### src/rtl/rsw_pkg.sv
package rsw_pkg;

  // strobes issued by the control to the datapath
  typedef struct packed {
    logic capture;  // latch request, seed head history, clear stall count
    logic track;    // failed poll: update head history and stall count
  } dpStrobe_t;

  // status returned by the datapath
  typedef struct packed {
    logic enough;     // free space covers the latched request
    logic stallDone;  // this failed poll completes the stall window
  } dpStatus_t;

endpackage

### src/rtl/rsw_datapath.sv
module rsw_datapath
  import rsw_pkg::*;
#(
  parameter int ADDR_W     = 16,
  parameter int POLL_LIMIT = 10000,
  parameter int RESERVE    = 8
) (
  input  logic              clk,
  input  logic              rstN,
  input  logic [ADDR_W-1:0] headPtr,
  input  logic [ADDR_W-1:0] tailPtr,
  input  logic [ADDR_W:0]   ringSize,
  input  logic [ADDR_W:0]   reqBytes,
  input  logic              reqDrain,
  input  dpStrobe_t         strobe,
  output dpStatus_t         status,
  output logic              ringEmpty
);

  localparam int SPACE_W = ADDR_W + 2;
  localparam int CNT_W   = $clog2(POLL_LIMIT + 1);
  localparam logic [ADDR_W-1:0] ALIGN_MASK = ~ADDR_W'(3);
  localparam logic [CNT_W-1:0]  CNT_LAST   = CNT_W'(POLL_LIMIT - 1);

  logic [ADDR_W-1:0] sizeMask, ptrMask, headM, tailM, lastHead;
  logic [ADDR_W:0]   reqLatched;
  logic [CNT_W-1:0]  stallCnt;
  logic signed [SPACE_W-1:0] rawDiff, freeSpace, reqWide;
  logic headMoved;

  // address-field masking: ring range and word alignment
  always_comb begin
    sizeMask = ADDR_W'(ringSize - 1'b1);
    ptrMask  = sizeMask & ALIGN_MASK;
    headM    = headPtr & ptrMask;
    tailM    = tailPtr & ptrMask;
  end

  // free space with wrap correction
  always_comb begin
    rawDiff   = $signed({2'b00, headM}) - $signed({2'b00, tailM})
              - $signed(SPACE_W'(RESERVE));
    freeSpace = (rawDiff < 0) ? rawDiff + $signed({1'b0, ringSize}) : rawDiff;
    reqWide   = $signed({1'b0, reqLatched});
  end

  assign headMoved        = (headM != lastHead);
  assign status.enough    = (freeSpace >= reqWide);
  assign status.stallDone = !headMoved && (stallCnt == CNT_LAST);
  assign ringEmpty        = (headM == tailM);

  always_ff @(posedge clk) begin
    if (!rstN) begin
      reqLatched <= '0;
      lastHead   <= '0;
      stallCnt   <= '0;
    end else if (strobe.capture) begin
      reqLatched <= reqDrain ? ringSize - (ADDR_W+1)'(RESERVE) : reqBytes;
      lastHead   <= headM;
      stallCnt   <= '0;
    end else if (strobe.track) begin
      lastHead   <= headM;
      stallCnt   <= headMoved ? '0 : stallCnt + 1'b1;
    end
  end

endmodule

### src/rtl/rsw_control.sv
module rsw_control
  import rsw_pkg::*;
(
  input  logic      clk,
  input  logic      rstN,
  input  logic      reqStart,
  input  dpStatus_t status,
  output dpStrobe_t strobe,
  output logic      grant,
  output logic      busyErr,
  output logic      waiting
);

  typedef enum logic {ST_IDLE, ST_POLL} ctlState_t;
  ctlState_t state;

  always_comb begin
    strobe.capture = (state == ST_IDLE) && reqStart;
    strobe.track   = (state == ST_POLL) && !status.enough;
    waiting        = (state == ST_POLL) && !status.enough;
  end

  always_ff @(posedge clk) begin
    if (!rstN) begin
      state   <= ST_IDLE;
      grant   <= 1'b0;
      busyErr <= 1'b0;
    end else begin
      grant   <= 1'b0;
      busyErr <= 1'b0;
      case (state)
        ST_IDLE: if (reqStart) state <= ST_POLL;
        ST_POLL: begin
          if (status.enough) begin
            grant <= 1'b1;
            state <= ST_IDLE;
          end else if (status.stallDone) begin
            busyErr <= 1'b1;
            state   <= ST_IDLE;
          end
        end
        default: state <= ST_IDLE;
      endcase
    end
  end

endmodule

### src/rtl/ring_space_watchdog.sv
module ring_space_watchdog
  import rsw_pkg::*;
#(
  parameter int ADDR_W     = 16,
  parameter int POLL_LIMIT = 10000,
  parameter int RESERVE    = 8
) (
  input  logic              clk,
  input  logic              rstN,
  input  logic [ADDR_W-1:0] headPtr,
  input  logic [ADDR_W-1:0] tailPtr,
  input  logic [ADDR_W:0]   ringSize,
  input  logic [ADDR_W:0]   reqBytes,
  input  logic              reqDrain,
  input  logic              reqStart,
  output logic              grant,
  output logic              busyErr,
  output logic              waiting,
  output logic              ringEmpty
);

  dpStrobe_t strobe;
  dpStatus_t status;

  rsw_datapath #(
    .ADDR_W(ADDR_W), .POLL_LIMIT(POLL_LIMIT), .RESERVE(RESERVE)
  ) dp_i (
    .clk(clk), .rstN(rstN), .headPtr(headPtr), .tailPtr(tailPtr),
    .ringSize(ringSize), .reqBytes(reqBytes), .reqDrain(reqDrain),
    .strobe(strobe), .status(status), .ringEmpty(ringEmpty)
  );

  rsw_control ctl_i (
    .clk(clk), .rstN(rstN), .reqStart(reqStart), .status(status),
    .strobe(strobe), .grant(grant), .busyErr(busyErr), .waiting(waiting)
  );

endmodule

### config.mk
export PLATFORM = sky130hd
export DESIGN_NAME = ring_space_watchdog
export DESIGN_NICKNAME = d
export VERILOG_FILES = /design/src/rtl/rsw_pkg.sv /design/src/rtl/rsw_datapath.sv /design/src/rtl/rsw_control.sv /design/src/rtl/ring_space_watchdog.sv
export SDC_FILE = /design/constraint.sdc
export NUM_CORES = 1
export LEC_CHECK = 0
export BUFFER_PORTS_ARGS = -buffer_cell sky130_fd_sc_hd__buf_2
export CORE_MARGIN = 1.5
export CORE_UTILIZATION = 64
export DETAILED_ROUTE_END_ITERATION = 12
export PLACE_DENSITY_LB_ADDON = 0.12
export SETUP_SLACK_MARGIN = 0.02
export SLEW_MARGIN = 20
export SYNTH_ARGS = -nofsm -noshare
export SYNTH_HDL_FRONTEND = slang
export SYNTH_SLANG_ARGS = --single-unit
### constraint.sdc
create_clock -name clk -period 12.1 [get_ports clk]
set_input_delay 0 -clock clk [delete_from_list [all_inputs] [get_ports clk]]
set_output_delay 0 -clock clk [all_outputs]
set_load 0.02 [all_outputs]
==> summary.md, run 1 <==
| Metric | Value |
|---|---|
| Clock latency on the worst-skew pair | `0.31 ns` |
| Clk pin slew, worst setup/hold paths | `0.09 ns` |
| Crit start category | `primary input` |
| Design Power | `0.000767 W` |
| WP data required | `12.34 ns` |
| Via density | `6.20` |
| Fin area | `5990 µm²` |
| Yosys top cell area share | `17.2%` |
| Slew at the pin with the worst max-slew slack | `0.930 ns` |
| Async S/R FF share, synth | `0%` |
| Setup_tns | `0 ns` |
| Site Rows | `33` |
| Layout cells sized above 1 | `13.7%` |
| Worst R2R End | `dp_i.lastHead[9]$_SDFFE_PN0P_` |
| Register bit total from synthesis | `48` |
| Core box area | `8340 µm²` |
| CTS buffer count | `5` |
| Most common cell on crit path | `ha_1` |
| Worst reg2reg startpoint | `dp_i.reqLatched[7]$_SDFFE_PN0P_` |
| Avg Cell Area, Syn | `7.66 µm²` |
| Htree depth | `2` |
| Clock power share | `13.6%` |
| Die width | `96.3 µm` |
| Static leakage | `2.48 nW` |
| Arr. time, crit path | `8.54 ns` |
| Synth cell types | `80` |
| Sequential fraction of the synthesis area | `17.2%` |
| Post-synth top cells | `nand2_1, nor2_1, ha_1` |
| Port-buffer cells | `69` |
| Worst-case clock skew | `0.00585 ns` |
| Post-Syn Nets | `852` |
| Ports | `74` |
| PD cells | `128 nW/µm²` |
| Final worst path period need | `8.30 ns` |
| Final setup fails | `0` |
| Final Cycle Share | `68.6%` |
| Top cells by area, synth | `dfxtp_1, ha_1, xnor2_1` |
| Cell with the most instances after synthesis | `nand2_1` |
| Final wirelength | `14900 µm` |
| Mapped Cells | `728` |
| Die Ht | `96.3 µm` |
| Cell-internal power | `0.000420 W` |
| Mapped cell area | `5570 µm²` |
| YS warnings | `0` |
| Cell depth of the worst flop-to-flop path | `12` |
| Sw frac | `45.3%` |
| Via count | `5456` |
| CTS tree | `yes` |
| Vias in the first global route | `4918` |
| Relative slew slack | `38.0%` |
| Net Sw Power | `0.000347 W` |
| Run status | `finished, final reports clean` |
| Max stage delay cell, worst path | `or3b_1` |
| Number of enable flip-flop cells after synthesis | `0` |
| Initial Util | `66.8%` |
| Final Max Slew Viols | `0` |
| ANT cells | `0` |
| Post-DP Area | `5890 µm²` |
| Critical path capture point type | `flop` |
| Final HPWL DP | `11700 µm` |
| 1st-iter DRT viols | `255` |
| Comb pwr share | `63.0%` |
| Antenna viol nets, final | `0` |
| Clock Tree Root | `clkbuf_8` |
| Die Area | `9280 µm²` |
| Kind of critical path | `primary input to flop` |
| Hold Crit Class | `primary input to flop` |
| Final Hold Violating Endpoints | `0` |
| Aggregate global-route resource usage | `32.5%` |
| CP Max Fanout | `16` |
| Max VDD drop | `0.0000646 V` |
| Core Util, Final | `71.9%` |
| GRT Residual Overflow | `0` |
| Seq pwr share | `23.5%` |
| Worst Setup EP | `dp_i.lastHead[9]$_SDFFE_PN0P_` |
| DRC viols | `0` |
| Deepest clock path buffer count | `2` |
| CP startpoint | `ringSize[3]` |
| Initial antenna violation count | `0` |
| DR WL/cell | `16.9 µm` |
| First drt pass iteration count | `5` |
| Total setup buffers inserted after CTS | `0` |
| RSZ-0062 raised after global routing | `false` |
| Final GP Congestion | `0.911` |
| Reg2Reg Setup Slack | `9.06 ns` |
| Clk sinks | `48` |
| Leading area contributor after synthesis | `dfxtp_1` |
| Max cap viols | `0` |
| Fmax | `120 MHz` |
| Area grow syn2layout | `7.57%` |
| Primary FF master, synth | `dfxtp_1` |
| Largest net degree at the start of global routing | `51` |
| CP max stage delay | `0.65 ns` |
| Global-route wire length before repair | `23100 µm` |
| Final-stage net count | `899` |
-- repair_timing --
item	in CTS	in global routing
endpoints found under the hold margin	1	0
gates resized for setup	0	0
hold buffers	1	0
setup endpoints to repair	0	0
-- area by class of cell --
cell class,count,area [µm²]
Clock inverter,1,8.76
Clock buffer,6,82.6
Multi-Input combinational cell,617,4330
Tap cell,105,131
Fill cell,735,2350
Timing Repair Buffer,71,363
Sequential cell,48,961
Inverter,32,123
-- per-layer routing --
layer | vias up | wire (µm) | GRT usage, %
met3 | 27 | 1140 | 4.42
met1 | 2488 | 6510 | 41.5
li1 | 2718 | - | -
met5 | - | 0 | 0
met2 | 223 | 6810 | 55.3
met4 | 0 | 412 | 12.0
-- cell families (layout without fill, tap and decap cells) --
group	after synthesis	in the layout	share of synthesized area, %
compound gates	187	187	23.8
xor+xnor	64	64	10.2
fa+ha+maj	54	54	12.4
buf+inv	63	110	5.14
flops	48	48	17.2
mux	27	27	4.94
simple gates	285	285	26.2
-- registers in the layout, summed over array words and instances, names as in the netlist --
register         cells
dp_i.stallCnt       14
ctl_i.grant          1
ctl_i.busyErr        1
dp_i.reqLatched     17
ctl_i.state          1
dp_i.lastHead       14
-- through the flow --
step	hold slack (ns)	instances	setup slack [ns]
floorplan	0.185	728	5.26
global placement	0.320	872	3.73
detailed placement	0.323	872	3.55
CTS	0.0262	880	3.83
global route	0.0615	880	3.23
finish	0.0251	880	3.80
-- worst min path at each step --
stage / from / endpoint / slack, ns / cells past startpoint
6_report: reqBytes[2] / dp_i.reqLatched[2]$_SDFFE_PN0P_ / 0.03 / 4
5_1_grt: reqBytes[3] / dp_i.reqLatched[3]$_SDFFE_PN0P_ / 0.06 / 4
4_1_cts: reqBytes[2] / dp_i.reqLatched[2]$_SDFFE_PN0P_ / 0.03 / 4
3_5_place_dp: headPtr[2] / dp_i.lastHead[2]$_SDFFE_PN0P_ / 0.32 / 3
3_3_place_gp: headPtr[2] / dp_i.lastHead[2]$_SDFFE_PN0P_ / 0.32 / 3
2_1_floorplan: headPtr[2] / dp_i.lastHead[2]$_SDFFE_PN0P_ / 0.18 / 2
-- worst max-delay path, delay by kind of cell --
kind / cells / cell delay, ns
buf+inv: 3 / 0.47
mux: 2 / 0.53
xor+xnor: 2 / 0.37
compound gates: 14 / 3.48
fa+ha+maj: 4 / 1.26
simple gates: 9 / 2.40
-- power groups by stage --
stage	clock (W)	sequential (W)	combinational [W]
global placement	0	0.000183	0.000463
detailed placement	0	0.000184	0.000476
global route	0.000111	0.000182	0.000537
CTS	0.000107	0.000180	0.000480
finish	0.000104	0.000180	0.000483
floorplan	0	0.000183	0.000376
-- cells in the final DEF, fill, tap and decap left out, drive strengths merged, types with 9 or more instances in the layout --
cell	count
nand2	94
buf	70
nor2	63
ha	52
a21oi	50
dfxtp	48
xnor2	40
inv	32
nand3	24
xor2	24
mux2i	23
o21ai	23
nor3	21
a211oi	20
o21a	19
nand2b	12
nor2b	11
a21o	11
or3	10
and3	9
No activity file was read; power rests on OpenSTA's default activity.
==> run 2: changes to the inputs <==
Settings changed: CORE_UTILIZATION 64 to 60.
Clock period 12.1 ns to 8.12 ns, I/O delays scaled along.
==> run 2 against run 1 <==
  * Final area grew 1.8%
  * Setup slack lost 3.1 ns
  * Cell count grew 1.1%
  * Sequential power grew 49%
  * Power grew 61%
  * Non-clock buffer count grew 6
  * Sequential cell count is the same
  * Clock skew grew 0.0057 ns
  * Hold slack gained 0.011 ns
  * Critical endpoint is now dp_i.lastHead[14]$_SDFFE_PN0P_
  * Core utilization shrank 2.9 points
==> summary.md, run 2 (synthesis gave the netlist of run 1 again) <==
| Metric | Value |
|---|---|
| Flip-flop count of the largest register after layout | `17 (unchanged)` |
| Die width | `99.4 µm (+3.2%)` |
| Crit start category | `primary input` |
| Die Area | `9880 µm² (+6.5%)` |
| Worst Hold Path Cells | `4 (unchanged)` |
| First drt pass iteration count | `5 (unchanged)` |
| Cts-stage hold buffer count | `0 (-1)` |
| Clk pin slew, worst setup/hold paths | `0.10 ns (about the same)` |
| RSZ-0062 raised after global routing | `false` |
| Clock latency on the worst-skew pair | `0.31 ns (about the same)` |
| DRC viols | `0 (unchanged)` |
| CP Max Fanout | `14 (-2)` |
| Largest regs | `dp_i.reqLatched x17, dp_i.lastHead x14, dp_i.stallCnt x14` |
| Port-buffer cells | `69 (unchanged)` |
| CP max stage delay | `0.40 ns (-0.25 ns)` |
| Antenna viol nets, final | `0 (unchanged)` |
| Initial antenna violation count | `0 (unchanged)` |
| Static leakage | `2.53 nW (+2.2%)` |
| Aggregate global-route resource usage | `30.3% (-2.2 points)` |
| PD cells | `202 nW/µm² (+58%)` |
| Min-Delay Endpoint | `dp_i.reqLatched[1]$_SDFFE_PN0P_` |
| Hold_sp | `reqBytes[1]` |
| Global-route wire length before repair | `24300 µm (+5.4%)` |
| Final worst path period need | `7.41 ns` |
| Largest reg by FF count | `dp_i.reqLatched` |
| Vias in the first global route | `5093 (+3.6%)` |
| Die Ht | `99.4 µm (+3.2%)` |
| Fmax | `135 MHz` |
| Final-stage net count | `905 (+0.67%)` |
| Place WS | `0.121 ns (-3.43 ns)` |
| Final HPWL DP | `11500 µm (-1.3%)` |
| Final wirelength | `14800 µm (-0.35%)` |
| Final Hold Violating Endpoints | `0 (unchanged)` |
| Deepest clock path buffer count | `2 (unchanged)` |
| Final WS setup | `0.714 ns (-3.08 ns)` |
| Setup_tns | `0 ns (unchanged)` |
| Reg2Reg Setup Slack | `5.21 ns (-3.85 ns)` |
| Htree depth | `2 (unchanged)` |
| Core box area | `8850 µm² (+6.1%)` |
| Design Power | `0.00123 W (+61%)` |
| Core Util, Final | `68.9% (-2.9 points)` |
| Clock Tree Root | `clkbuf_8` |
| Run status | `finished, final reports clean` |
| Final Max Slew Viols | `0 (unchanged)` |
| Most common cell on crit path | `ha_1` |
| Worst reg2reg startpoint | `dp_i.reqLatched[7]$_SDFFE_PN0P_` |
| Initial Util | `63.0% (-3.8 points)` |
| Fin area | `6100 µm² (+1.8%)` |
| Worst-case clock skew | `0.0115 ns (+0.00569 ns)` |
| Hold Crit Class | `primary input to flop` |
| Largest net degree at the start of global routing | `51 (unchanged)` |
| Via density | `6.21 (+0.14%)` |
| Critical path capture point type | `flop` |
| Post-DP Area | `5920 µm² (+0.45%)` |
| Worst R2R End | `dp_i.lastHead[14]$_SDFFE_PN0P_` |
| Final setup fails | `0 (unchanged)` |
| Slew at the pin with the worst max-slew slack | `0.869 ns (-0.0610 ns)` |
| GRT Residual Overflow | `0 (unchanged)` |
| 1st-iter DRT viols | `292 (+15%)` |
| Arr. time, crit path | `7.63 ns (-0.91 ns)` |
| Most frequent cells in the layout | `nand2_1, buf_2, nor2_1, ha_1` |
| Ports | `74 (unchanged)` |
| Max stage delay cell, worst path | `ha_1` |
| Max VDD drop | `0.000126 V (+94%)` |
| DR WL/cell | `16.7 µm (-1.5%)` |
| Via count | `5526 (+1.3%)` |
| Final GP Congestion | `0.986 (+8.3%)` |
| WP data required | `8.34 ns (-4.00 ns)` |
| ANT cells | `0 (unchanged)` |
| CTS tree | `yes` |
| Site Rows | `34 (+3.0%)` |
| Kind of critical path | `primary input to flop` |
| Final Cycle Share | `91.2%` |
| Max cap viols | `0 (unchanged)` |
| Layout cells sized above 1 | `14.6% (+0.90 points)` |
| Relative slew slack | `42.0% (+4.1 points)` |
| Clk sinks | `48 (unchanged)` |
| CTS buffer count | `5 (unchanged)` |
| Cell depth of the worst flop-to-flop path | `13 (+1)` |
| Area grow syn2layout | `9.47%` |
| Leading cell type in the layout, fill and taps excluded | `nand2_1` |
-- run 2: worst max-delay path: cells and delay by family --
kind / cells / cell delay [ns]
adders and majority gates: 4 / 1.24
buffers and inverters: 4 / 0.61
muxes: 2 / 0.50
AOI/OAI and AO/OA: 15 / 3.34
and+or+nand+nor: 8 / 1.62
xor gates and xnor gates: 2 / 0.30
-- run 2: layout make-up --
| cell class | instances | area [µm²] |
|---|---|---|
| Clock buffer | 5 | 68.8 |
| Clock inverter | 3 | 68.8 |
| Fill cell | 752 | 2750 |
| Inverter | 32 | 123 |
| Multi-Input combinational cell | 617 | 4330 |
| Sequential cell | 48 | 961 |
| Tap cell | 108 | 135 |
| Timing Repair Buffer | 77 | 418 |
-- run 2: worst max-delay path by stage --
stage	start	endpoint	depth (start not counted)
floorplan	ringSize[3]	dp_i.lastHead[2]$_SDFFE_PN0P_	35
global placement	ringSize[3]	dp_i.lastHead[6]$_SDFFE_PN0P_	34
detailed placement	ringSize[3]	dp_i.lastHead[14]$_SDFFE_PN0P_	34
CTS	ringSize[3]	dp_i.lastHead[14]$_SDFFE_PN0P_	34
global route	ringSize[3]	dp_i.lastHead[3]$_SDFFE_PN0P_	35
finish	ringSize[3]	dp_i.lastHead[14]$_SDFFE_PN0P_	35
-- run 2: stage by stage --
stage / hold slack (ns) / cells
detailed placement: 0.339 / 878
finish: 0.0361 / 890
CTS: 0.0337 / 886
floorplan: 0.185 / 728
global placement: 0.315 / 878
global route: 0.0370 / 890
-- run 2: power by group --
part	switching, W	leakage, nW	internal, W
registers	0.0000113	0.392	0.000257
logic	0.000428	2.07	0.000321
clock network	0.0000908	0.0687	0.000124
total	0.000530	2.53	0.000702
-- run 2: metal layers --
| layer | routed length [µm] | vias up | share of wire [%] | track usage, % |
|---|---|---|---|---|
| li1 | - | 2731 | - | - |
| met1 | 6700 | 2534 | 45 | 42.7 |
| met2 | 6490 | 233 | 44 | 48.2 |
| met3 | 1140 | 28 | 7.7 | 3.58 |
| met4 | 489 | 0 | 3.3 | 10.2 |
| met5 | 0 | - | 0 | 0 |
-- run 2: what timing repair did --
item | 4_1_cts | 5_1_grt
setup buffers | 0 | 4
resized for setup | 0 | 1
setup endpoints to repair | 0 | 15
==> run 3: changes to the inputs <==
==> constraint.sdc (replaced) <==
create_clock -name clk -period 8.12 [get_ports clk]
set_input_delay 0.812 -clock clk [delete_from_list [all_inputs] [get_ports clk]]
set_output_delay 0.812 -clock clk [all_outputs]
set_load 0.02 [all_outputs]
==> run 3 against run 2 <==
  * Cell count increased by 4.2%
  * Critical path depth down 2
  * Combinational power rose by 9.5%
  * Wire length grew 5.3%
  * Setup slack got worse by 0.51 ns
  * Non-clock buffer count rose by 37
  * Hold slack better by 0.44 ns
  * Largest cell class unchanged
  * Count of clock-buffer cells in the layout increased by 1
==> summary.md, run 3 (synthesis gave the netlist of run 1 again) <==
| Metric | Value |
|---|---|
| Max cap viols | `0 (unchanged)` |
| Site Rows | `34 (unchanged)` |
| GRT Residual Overflow | `0 (unchanged)` |
| Met3 usage | `3.51% (-0.070 points)` |
| Htree depth | `2 (unchanged)` |
| Crit start category | `primary input` |
| Global-route wire length before repair | `24800 µm (+1.8%)` |
| Area grow syn2layout | `16.9%` |
| Via count | `5680 (+2.8%)` |
| Largest net degree at the start of global routing | `51 (unchanged)` |
| Clk pin slew, worst setup/hold paths | `0.10 ns (about the same)` |
| Ports | `74 (unchanged)` |
| Kind of critical path | `primary input to primary output` |
| Final-stage net count | `942 (+4.1%)` |
| Initial Util | `63.0% (unchanged)` |
| Dpl cells | `913 (+4.0%)` |
| Leading cell type in the layout, fill and taps excluded | `nand2_1` |
| Final setup fails | `0 (unchanged)` |
| CTS buffer count | `5 (unchanged)` |
| Worst-case clock skew | `0.0103 ns (-0.00120 ns)` |
| Final std cells w/o fill | `927 (+4.2%)` |
| Clk sinks | `48 (unchanged)` |
| Hold Crit Class | `flop to flop` |
| DR WL/cell | `16.8 µm (+1.1%)` |
| Setup_tns | `0 ns (unchanged)` |
| Core box area | `8850 µm² (unchanged)` |
| Design Power | `0.00125 W (+1.5%)` |
| Largest regs | `dp_i.reqLatched x17, dp_i.lastHead x14, dp_i.stallCnt x14` |
| Area occupied by registers | `961 µm² (unchanged)` |
| CP Max Fanout | `5 (-9)` |
| Layout cells sized above 1 | `22.5% (+7.9 points)` |
| Static leakage | `2.74 nW (+8.1%)` |
| First drt pass iteration count | `4 (-1)` |
| Multi-input gate area | `4510 µm² (+4.2%)` |
| Met2 usage | `52.4% (+4.2 points)` |
| Place WS | `-0.0841 ns (-0.205 ns)` |
| Final wirelength | `15600 µm (+5.3%)` |
| Most frequent cells in the layout | `nand2_1, buf_2, nor2_1, dfxtp_1, ha_1` |
| Aggregate global-route resource usage | `30.9% (+0.57 points)` |
| GRT met1 Usage | `41.9% (-0.82 points)` |
| Largest reg by FF count | `dp_i.reqLatched` |
| WP data required | `7.31 ns (-1.03 ns)` |
| CTS tree | `yes` |
| Max VDD drop | `0.0000884 V (-30%)` |
| Die Area | `9880 µm² (unchanged)` |
| Final Cycle Share | `97.5% (+6.3 points)` |
| Max stage delay cell, worst path | `or3b_4` |
| CP max stage delay | `0.39 ns (about the same)` |
| Final HPWL DP | `12100 µm (+4.6%)` |
| Top Usage Layer GRT | `met2` |
| Clock Tree Root | `clkbuf_8` |
| Port-buffer cells | `69 (unchanged)` |
| Vias in the first global route | `5305 (+4.2%)` |
| Final Max Slew Viols | `0 (unchanged)` |
| Final worst path period need | `7.92 ns (+0.513 ns)` |
| Antenna viol nets, final | `0 (unchanged)` |
| Run status | `finished, final reports clean` |
| ANT cells | `0 (unchanged)` |
| Final GP Congestion | `1.02 (+3.7%)` |
| Die Ht | `99.4 µm (unchanged)` |
| Critical path capture point type | `primary output` |
| Core Util, Final | `73.6% (+4.7 points)` |
| Arr. time, crit path | `7.11 ns (-0.52 ns)` |
| Fmax | `126 MHz (-6.5%)` |
| DRC viols | `0 (unchanged)` |
| Via density | `6.13 (-1.3%)` |
| Clock latency on the worst-skew pair | `0.31 ns (about the same)` |
| 1st-iter DRT viols | `324 (+11%)` |
| Deepest clock path buffer count | `2 (unchanged)` |
| Relative slew slack | `40.9% (-1.2 points)` |
| Cts-stage hold buffer count | `0 (unchanged)` |
| Slew at the pin with the worst max-slew slack | `0.887 ns (+0.0174 ns)` |
| Die width | `99.4 µm (unchanged)` |
| Final Hold Violating Endpoints | `0 (unchanged)` |
| Final WS setup | `0.201 ns (-0.513 ns)` |
| Filler cells | `721 (-4.1%)` |
| Initial antenna violation count | `0 (unchanged)` |
| PD cells | `192 nW/µm² (-5.0%)` |
| Flip-flop count of the largest register after layout | `17 (unchanged)` |
-- run 3: final cells by class --
cell class | instances | area share [%]
inverter | 32 | 1.92
sequential | 48 | 14.7
timing repair buffer | 114 | 10.6
clock inverter | 2 | 0.211
multi-input combinational | 617 | 69.2
tap | 108 | 2.07
clock buffer | 6 | 1.27
-- run 3: path summary, 6_finish.rpt --
kind                            slack (ns)                             to                       startpoint  cells past startpoint
worst min register to register        0.48  dp_i.lastHead[6]$_SDFFE_PN0P_    dp_i.lastHead[6]$_SDFFE_PN0P_                      2
worst min-delay path                  0.48  dp_i.lastHead[6]$_SDFFE_PN0P_    dp_i.lastHead[6]$_SDFFE_PN0P_                      2
worst max-delay path                  0.20                        waiting                      ringSize[4]                     33
worst max register to register        5.26  dp_i.lastHead[9]$_SDFFE_PN0P_  dp_i.reqLatched[7]$_SDFFE_PN0P_                     13
-- run 3: per-stage QoR --
stage          cell area (µm²)  hold slack, ns
2_1_floorplan             5570           0.441
3_3_place_gp              6180           0.453
3_5_place_dp              6180           0.470
4_1_cts                   6320           0.483
5_1_grt                   6520           0.503
6_report                  6520           0.479
-- run 3: repair_timing --
item	in CTS	in global routing
setup buffers	1	5
pin swaps	2	12
resized for setup	7	41
setup endpoints to repair	1	15
-- run 3: critical path: cells and delay by family --
family,cells,cell delay [ns]
adder cells (fa/ha/maj),4,1.04
multiplexers,1,0.29
AO/OA/AOI/OAI,15,2.79
AND/OR/NAND/NOR,5,1.27
XOR/XNOR,2,0.17
buffers and inverters,6,0.73
-- run 3: layer usage --
layer | routed length, µm | part of all wire (%) | vias up
met2 | 7340 | 47 | 223
met4 | 310 | 2.0 | 0
met1 | 6890 | 44 | 2633
li1 | - | - | 2805
met5 | 0 | 0 | -
met3 | 1070 | 6.9 | 19
-- run 3: where the power goes --
| group | internal [W] | total (W) | switching [W] |
|---|---|---|---|
| clock network | 0.0000700 | 0.000162 | 0.0000923 |
| registers | 0.000257 | 0.000268 | 0.0000112 |
| logic | 0.000362 | 0.000820 | 0.000457 |
| total | 0.000689 | 0.00125 | 0.000561 |
